**config.mk**
```make
export PLATFORM = sky130hd
export DESIGN_NAME = exc_escalator
export DESIGN_NICKNAME = d
export VERILOG_FILES = /design/src/rtl/exc_esc_pkg.sv /design/src/rtl/exc_vec_decode.sv /design/src/rtl/exc_classify.sv /design/src/rtl/exc_escalator.sv
export SDC_FILE = /design/constraint.sdc
export NUM_CORES = 1
export LEC_CHECK = 0
export BUFFER_PORTS_ARGS = -buffer_cell sky130_fd_sc_hd__buf_2
export CORE_UTILIZATION = 45
export DETAILED_ROUTE_END_ITERATION = 10
export HOLD_SLACK_MARGIN = 0.1
export PLACE_DENSITY_LB_ADDON = 0.1
export SLEW_MARGIN = 0
export SYNTH_ARGS = -nofsm -noshare
export SYNTH_HDL_FRONTEND = slang
export SYNTH_SLANG_ARGS = --single-unit
```
**constraint.sdc**
```tcl
create_clock -name clk -period 3.2 [get_ports clk]
set_clock_uncertainty 0.15 [all_clocks]
set_input_delay 0.32 -clock clk [delete_from_list [all_inputs] [get_ports clk]]
set_output_delay 0.32 -clock clk [all_outputs]
set_load 0.005 [all_outputs]
```
**src/rtl/exc_esc_pkg.sv**
```systemverilog
package exc_esc_pkg;
    localparam int unsigned DIV_VEC    = 0;
    localparam int unsigned DBL_VEC    = 8;
    localparam int unsigned PAGE_VEC   = 14;
    localparam int unsigned CGROUP_LO  = 10;
    localparam int unsigned CGROUP_HI  = 13;

    typedef enum logic [1:0] {
        CLS_BENIGN  = 2'd0,
        CLS_CONTRIB = 2'd1,
        CLS_PAGE    = 2'd2,
        CLS_DOUBLE  = 2'd3
    } exc_class_e;
endpackage

```
**src/rtl/exc_vec_decode.sv**
```systemverilog
module exc_vec_decode #(
    parameter int unsigned VEC_W = 8
) (
    input  logic [VEC_W-1:0]        vec,
    output exc_esc_pkg::exc_class_e cls
);
    import exc_esc_pkg::*;

    always_comb begin
        if (vec == VEC_W'(DIV_VEC) ||
            (vec >= VEC_W'(CGROUP_LO) && vec <= VEC_W'(CGROUP_HI)))
            cls = CLS_CONTRIB;
        else if (vec == VEC_W'(PAGE_VEC))
            cls = CLS_PAGE;
        else if (vec == VEC_W'(DBL_VEC))
            cls = CLS_DOUBLE;
        else
            cls = CLS_BENIGN;
    end
endmodule

```
**src/rtl/exc_classify.sv**
```systemverilog
module exc_classify #(
    parameter int unsigned VEC_W = 8,
    parameter int unsigned ERR_W = 32
) (
    input  logic             pend_valid,
    input  logic [VEC_W-1:0] pend_vec,
    input  logic [VEC_W-1:0] new_vec,
    input  logic             new_swint,
    input  logic [ERR_W-1:0] new_err,
    output logic [VEC_W-1:0] res_vec,
    output logic [ERR_W-1:0] res_err,
    output logic             res_shutdown,
    output logic             res_track
);
    import exc_esc_pkg::*;

    localparam int unsigned NUM_DEC = 2;

    logic [VEC_W-1:0] dec_in  [NUM_DEC];
    exc_class_e       dec_out [NUM_DEC];

    assign dec_in[0] = pend_vec;
    assign dec_in[1] = new_vec;

    for (genvar g = 0; g < NUM_DEC; g++) begin : g_dec
        exc_vec_decode #(.VEC_W(VEC_W)) u_dec (
            .vec (dec_in[g]),
            .cls (dec_out[g])
        );
    end

    logic pend_c, pend_p, pend_d, new_c, new_p, escalate;

    always_comb begin
        pend_c   = pend_valid && (dec_out[0] == CLS_CONTRIB);
        pend_p   = pend_valid && (dec_out[0] == CLS_PAGE);
        pend_d   = pend_valid && (dec_out[0] == CLS_DOUBLE);
        new_c    = (dec_out[1] == CLS_CONTRIB);
        new_p    = (dec_out[1] == CLS_PAGE);
        escalate = (pend_c && new_c) || (pend_p && (new_c || new_p));

        res_vec      = new_vec;
        res_err      = new_err;
        res_shutdown = 1'b0;
        res_track    = 1'b0;

        if (new_swint) begin
            res_track = 1'b0;
        end else if (pend_d) begin
            res_shutdown = 1'b1;
        end else if (escalate) begin
            res_vec   = VEC_W'(DBL_VEC);
            res_err   = '0;
            res_track = 1'b1;
        end else begin
            res_track = (dec_out[1] != CLS_BENIGN);
        end
    end
endmodule

```
**src/rtl/exc_escalator.sv**
```systemverilog
module exc_escalator #(
    parameter int unsigned VEC_W = 8,
    parameter int unsigned ERR_W = 32
) (
    input  logic             clk,
    input  logic             rst_n,
    input  logic             in_valid,
    input  logic [VEC_W-1:0] in_vector,
    input  logic             in_swint,
    input  logic [ERR_W-1:0] in_err,
    input  logic             clr_pend,
    output logic             out_valid,
    output logic [VEC_W-1:0] out_vector,
    output logic [ERR_W-1:0] out_err,
    output logic             out_shutdown
);
    import exc_esc_pkg::*;

    typedef struct packed {
        logic             out_valid;
        logic             out_shutdown;
        logic [VEC_W-1:0] out_vec;
        logic [ERR_W-1:0] out_err;
        logic             pend_valid;
        logic [VEC_W-1:0] pend_vec;
    } state_t;

    state_t state_d, state_q;

    logic             eff_valid;
    logic [VEC_W-1:0] cls_vec;
    logic [ERR_W-1:0] cls_err;
    logic             cls_shutdown, cls_track;

    assign eff_valid = state_q.pend_valid && !clr_pend;

    exc_classify #(.VEC_W(VEC_W), .ERR_W(ERR_W)) u_classify (
        .pend_valid   (eff_valid),
        .pend_vec     (state_q.pend_vec),
        .new_vec      (in_vector),
        .new_swint    (in_swint),
        .new_err      (in_err),
        .res_vec      (cls_vec),
        .res_err      (cls_err),
        .res_shutdown (cls_shutdown),
        .res_track    (cls_track)
    );

    always_comb begin
        state_d              = state_q;
        state_d.out_valid    = 1'b0;
        state_d.out_shutdown = 1'b0;
        state_d.pend_valid   = eff_valid;
        if (in_valid) begin
            if (cls_shutdown) begin
                state_d.out_shutdown = 1'b1;
                state_d.pend_valid   = 1'b0;
            end else begin
                state_d.out_valid = 1'b1;
                state_d.out_vec   = cls_vec;
                state_d.out_err   = cls_err;
                if (cls_track) begin
                    state_d.pend_valid = 1'b1;
                    state_d.pend_vec   = cls_vec;
                end
            end
        end
    end

    always_ff @(posedge clk) begin
        if (!rst_n) state_q <= '0;
        else        state_q <= state_d;
    end

    assign out_valid    = state_q.out_valid;
    assign out_shutdown = state_q.out_shutdown;
    assign out_vector   = state_q.out_vec;
    assign out_err      = state_q.out_err;

    assert_latency_R9: assert property (@(posedge clk) disable iff (!rst_n)
        !in_valid |=> (!out_valid && !out_shutdown));

    assert_no_overlap_R5: assert property (@(posedge clk) disable iff (!rst_n)
        !(out_valid && out_shutdown));

    assert_single_pulse_R5: assert property (@(posedge clk) disable iff (!rst_n)
        out_shutdown |=> !out_shutdown);

    assert_swint_pass_R7: assert property (@(posedge clk) disable iff (!rst_n)
        (in_valid && in_swint) |=> (out_valid && out_vector == $past(in_vector)
                                    && out_err == $past(in_err)));

    assert_promoted_err_R2: assert property (@(posedge clk) disable iff (!rst_n)
        (in_valid && !in_swint && in_vector != VEC_W'(DBL_VEC))
        |=> ((out_valid && out_vector == VEC_W'(DBL_VEC)) -> out_err == '0));

    assert_clear_R8: assert property (@(posedge clk) disable iff (!rst_n)
        (clr_pend && !in_valid) |=> !state_q.pend_valid);
endmodule

```
== Word-level counts from Yosys, hierarchy flattened ==
Index checks and enable logic that the tools add are counted.
Storage, ports and cells
  input port bits: 45
  bits in latches: 0
  flip-flop bits (word level): 51
  memories kept: 0
  logic and storage cells: 62
  bits in writable memories: 0
  output and inout port bits: 42
  bits in read-only memories: 0
Operators by class
  reduce and logical (&&, ||, !) cells: 19
  $lt $le $gt $ge: 4
  add/subtract/negate cells: 0
  multipliers: 0
  multiplexer cells: 23
  bitwise gates (word level): 1
  equality and inequality tests: 9
  div/mod/pow operators: 0
  shift operators: 0
Operators by type and width (count)
  $mux 32: 3
  $eq 8x4->1 const B: 4
  $mux 8: 4
  $mux 9: 2
  $ge 8x4->1 const B: 2
  $le 8x4->1 const B: 2
  $logic_not 8->1: 2
  $mux 2: 6
  $logic_and 1x1->1: 8
  $mux 1: 8
  $eq 2x2->1 const B: 3
  $eq 2x1->1 const B: 2
  $logic_or 1x1->1: 4
  $reduce_and 2->1: 2
  $reduce_and 3->1: 1
  $reduce_bool 2->1: 1
  $logic_not 1->1: 1
  $not 1->1: 1

== Logic depth before layout (Yosys ltp) ==
  word-level depth: 14
  gate-level depth with buffers: 11

== Hierarchy ==
From an unflattened synthesis, not the netlist that was laid out.
Second synthesis, totals
  cell total of the unflattened synthesis: 329
  area total of the unflattened synthesis: 2647.5 µm²
By module, submodules not included
  exc_escalator: area each 2198.4 µm², cells each 262, instances 1, sequential area each 1021.0 µm²
  exc_classify: area each 351.6 µm², cells each 55, instances 1, sequential area each 0.0 µm²
  exc_vec_decode: area each 48.8 µm², cells each 6, instances 2, sequential area each 0.0 µm²

== Worst setup path after synthesis ==
No wires, ideal clock.
  path kind: in2reg
  start: input in_vector[4]
  end: register state_q (netlist bit out_err[10])
  stages on the path: 9
  slack: 914 ps
  library setup time: 117 ps
  arrival: 2019 ps
  cells stage by stage: nor4_2 o21ai_0 ha_1 a31oi_1 a221oi_2 a211oi_2 buf_4 buf_6 a22o_1
Between the ends
  cells in the longest elaborated chain, start to end: 11
  elaborated cells between the ends (all ways): 19
  those cells by class: 2 x order compare; 4 x eq/ne; 6 x mux; 7 x reduce/logical
RTL lines
  start, declared: RTL line exc_escalator.sv:8  | input logic [VEC_W-1:0] in_vector,
  $ge 8x4->1, or another cell as far along: RTL line exc_vec_decode.sv:11  | (vec >= VEC_W'(CGROUP_LO) && vec <= VEC_W'(CGROUP_HI)))
  $logic_and 1x1->1 or $mux 2 (tied branches): RTL line exc_vec_decode.sv:11, exc_vec_decode.sv:15
  $logic_or 1x1->1 or $mux 2 (tied branches): RTL line exc_vec_decode.sv:10, exc_vec_decode.sv:13
  $mux 2 (*): RTL line exc_vec_decode.sv:10  | if (vec == VEC_W'(DIV_VEC) ||
  $eq 2x1->1 or $eq 2x2->1 (tied branches): RTL line exc_classify.sv:38, exc_classify.sv:39
  $logic_or 1x1->1: RTL line exc_classify.sv:40  | escalate = (pend_c && new_c) || (pend_p && (new_c || new_p));
  $logic_and 1x1->1: RTL line exc_classify.sv:40
  $logic_or 1x1->1 (*): RTL line exc_classify.sv:40
  $mux 32 (*): RTL line exc_classify.sv:51  | end else if (escalate) begin
  $mux 32 (*): RTL line exc_classify.sv:49  | end else if (pend_d) begin
  $mux 32 (*): RTL line exc_classify.sv:47  | if (new_swint) begin
  end signal, assigned: RTL line exc_escalator.sv:72  | else state_q <= state_d;
  end, declared: RTL line exc_escalator.sv:28  | state_t state_d, state_q;
Mark *: on every way between the ends. The rest lies on a longest branch, timed or not.
A chain may end at the register's enable or synchronous reset.

== Final worst setup path ==
  start: input in_vector[4]
  end: register state_q (netlist bit out_err[0])
Same word-level chain as after synthesis.

==> out/metrics.csv <==
stage,metric,value,unit
setup_path,crit end category,flip-flop,
sta,minimum clock period,2.78,ns
logic_synthesis,register area share after synthesis,47.7,%
sta,Worst slew margin,51.7,%
floorplan,Row Count,24,
sta,final period utilization,86.8,%
drt,Initial DRC Count,69,
sta,worst slew pin tran,0.722,ns
logic_synthesis,"Top FF cell, synth",dfxtp_1,
cts,Worst-path clk slew,0.08,ns
logic_synthesis,syn avg cell area,10.4,sq um
layout,Syn-to-layout area delta,25.6,%
cts,Max Buffers Root-to-Sink,2,
cts,total clock sinks,51,
floorplan,die area,5030,sq um
place,cell count after placement,295,
setup_path,CP max-delay cell,a211oi_4,
cts,H-tree depth,2,
floorplan,Initial Utilization,47.8,%
cts,worst skew pair latency,0.29,ns
setup_path,Crit Path Max Fanout,22,
layout,share of layout cells above drive strength 1,38.1,%
status,failing checks,design-rule violations,
cts,"Setup Fix Bufs, Post-CTS",0,
logic_synthesis,syn nets,251,
sta,final hold violations,0,
setup_path,startpoint types,input port,
cts,root buf cell,clkbuf_8,
logic_synthesis,leading area contributor after synthesis,dfxtp_1,
cts,CTS tree,built,
sta,endpoints failing setup,0,
global_routing,vias in the first global route,1524,
place,I/O Buffers,86,
floorplan,I/O pin cnt,87,
status,status,"complete, but fails checks",
logic_synthesis,top cell type's share of synthesized area,47.7,%
cts,CTS Buf Count,5,
layout,final cell count without fillers,330,
drt,Routed WL,4.49,mm
setup_path,R2R depth,6,
layout,Diodes inserted,0,
hold_path,Cells on Worst Hold Path,2,
layout,design area,2690,sq um
drt,drt pass-1 iters,10,
global_routing,initial antenna violation count,0,
layout,Util after Layout,60.0,%
drt,DR WL/cell,13.6,um
logic_synthesis,top-count cell post-synth,dfxtp_1,
sta,post-route setup TNS,0,ns
logic_synthesis,Synth Instances,205,
layout,Total Nets Final,324,
job,max cap viols,0,
power_and_ir_drop,worst vdd ir,273,uV
drt,DR vias,1675,
floorplan,core area,4470,sq um
logic_synthesis,YS warnings,0,
floorplan,die height,70.9,um
logic_synthesis,Post-synth EDFFs,0,
floorplan,Die Wd,70.9,um
layout,area of the multi-input gates,756,sq um
power_and_ir_drop,leakage power,1.25,nW
global_routing,GRT overflow,0,
setup_path,"Data required, critical path",3.28,ns
place,RD Place Congestion,0.851,
global_routing,total track usage,17.6,%
logic_synthesis,Post-Syn Area,2140,sq um
drt,post-route ant nets,0,
layout,number of fill cells in the layout,386,
drt,DRC,10,
global_routing,pin count of the biggest net entering global routing,40,
layout,Sequential cell area,1020,sq um
setup_path,WS Path Type,input port to flip-flop,
hold_path,worst hold path class,input port to flip-flop,
place,Placed Area,2300,sq um
logic_synthesis,Post-synth ARST share,0,%
logic_synthesis,"FF+latch count, synth",51,
logic_synthesis,synth top area cells,"dfxtp_1 (48%), a22o_1 (16%), buf_4 (15%)",
setup_path,cells along the critical path,buf_2 -> nor4_2 -> o21ai_0 -> ha_1 -> a31oi_1 -> a221oi_2 -> a211oi_4 -> buf_4 -> a22o_1,
sta,RSZ-0062 raised after global routing,false,
setup_path,Crit path largest cell delay,0.67,ns
logic_synthesis,synth cell count leaders,"dfxtp_1 (51), buf_4 (42), a22o_1 (39)",
sta,Highest Clock Rate,360,MHz
power_and_ir_drop,"Power, Total",0.00125,W
setup_path,"Arr. time, crit path",2.86,ns
place,detailed placement HPWL,2.88,mm
drt,vias per inst,5.08,
power_and_ir_drop,PD cells,467,nW/um^2
sta,Slew Limit Fails,0,
logic_synthesis,synth unique cells,36,
global_routing,first-pass GRT wire length,6.97,mm
## registers in the layout, indices dropped and copies added, names as in the netlist
name          cells
out_err          32
state_q           9
out_vector        8
out_shutdown      1
out_valid         1
## critical path, delay by kind of cell
kind	cells	cell delay [ns]
compound gates	5	1.33
buf+inv	2	0.50
simple gates	1	0.39
fa+ha+maj	1	0.32
## routing by layer
| metal | global-route usage [%] | share of wire (%) |
|---|---|---|
| met4 | 3.33 | 0.38 |
| met2 | 31.4 | 50 |
| met3 | 5.70 | 5.9 |
| met5 | 0 | 0 |
| met1 | 20.9 | 44 |
## layout by cell type (no fill, tap or decap)
| cell | count |
|---|---|
| o221a_2 | 2 |
| a221oi_2 | 1 |
| nor3b_1 | 1 |
| nand2b_1 | 1 |
| o311a_1 | 1 |
| a211oi_4 | 1 |
| nand4_1 | 1 |
| clkbuf_1 | 1 |
| nor4_2 | 2 |
| dlygate4sd3_1 | 28 |
| nand2_1 | 11 |
| o21ai_0 | 1 |
| o221ai_1 | 1 |
| buf_4 | 3 |
| a21oi_1 | 5 |
| clkbuf_8 | 5 |
| or3_1 | 1 |
| nand3_1 | 3 |
| and2_1 | 1 |
| buf_2 | 86 |
| dfxtp_1 | 51 |
| nor4_1 | 1 |
| nor2_1 | 8 |
| and3_1 | 1 |
| nor3_1 | 2 |
| xor2_1 | 2 |
| inv_1 | 2 |
| or3b_2 | 4 |
| o32ai_1 | 3 |
| and3b_1 | 1 |
| nor2b_1 | 3 |
| ha_1 | 1 |
| bufinv_16 | 1 |
| o21ai_2 | 1 |
| a211oi_1 | 1 |
| a31oi_1 | 1 |
| a22o_1 | 39 |
## kinds of logic (layout without fill, tap and decap cells)
kind of cell / after synthesis / after routing / share of synthesized area (%)
flip-flops: 51 / 51 / 47.7
buffers and inverters: 53 / 126 / 17.3
AO/OA/AOI/OAI: 57 / 57 / 22.9
XOR/XNOR: 2 / 2 / 0.819
AND/OR/NAND/NOR: 41 / 41 / 10.7
adder cells (fa/ha/maj): 1 / 1 / 0.585
## power by group
part | internal [W] | leakage [nW] | switching (W) | total (W)
combinational | 0.0000911 | 0.780 | 0.0000657 | 0.000157
clock | 0.000229 | 0.0513 | 0.000189 | 0.000418
sequential | 0.000665 | 0.419 | 0.0000148 | 0.000680
total | 0.000985 | 1.25 | 0.000269 | 0.00125
## area by class of cell
class	instances	area share, %
clock buffer	6	2.70
clock inverter	1	1.12
inverter	2	0.280
multi-input combinational	101	28.1
sequential	51	38.0
tap	52	2.42
timing repair buffer	117	27.3
## path summary, 6_finish.rpt
check,to,start,slack (ns)
worst max-delay path,out_err[0],in_vector[4],0.42
worst min-delay path,out_err[11],in_err[11],0.11
worst max register to register,out_err[0],state_q[4],0.68
worst min register to register,out_err[28],out_err[28],0.32
## what timing repair did
action,4_1_cts,5_1_grt
hold endpoints to repair,25,3
hold buffers,25,3
resized for setup,0,0
## through the flow
step,hold slack (ns),setup slack [ns]
after CTS,0.100,0.423
after global placement,0.302,0.124
after floorplan,0.293,0.914
final,0.109,0.421
after global routing,0.101,0.267
after detailed placement,0.300,0.116
Power figures use the tool's default switching activity.
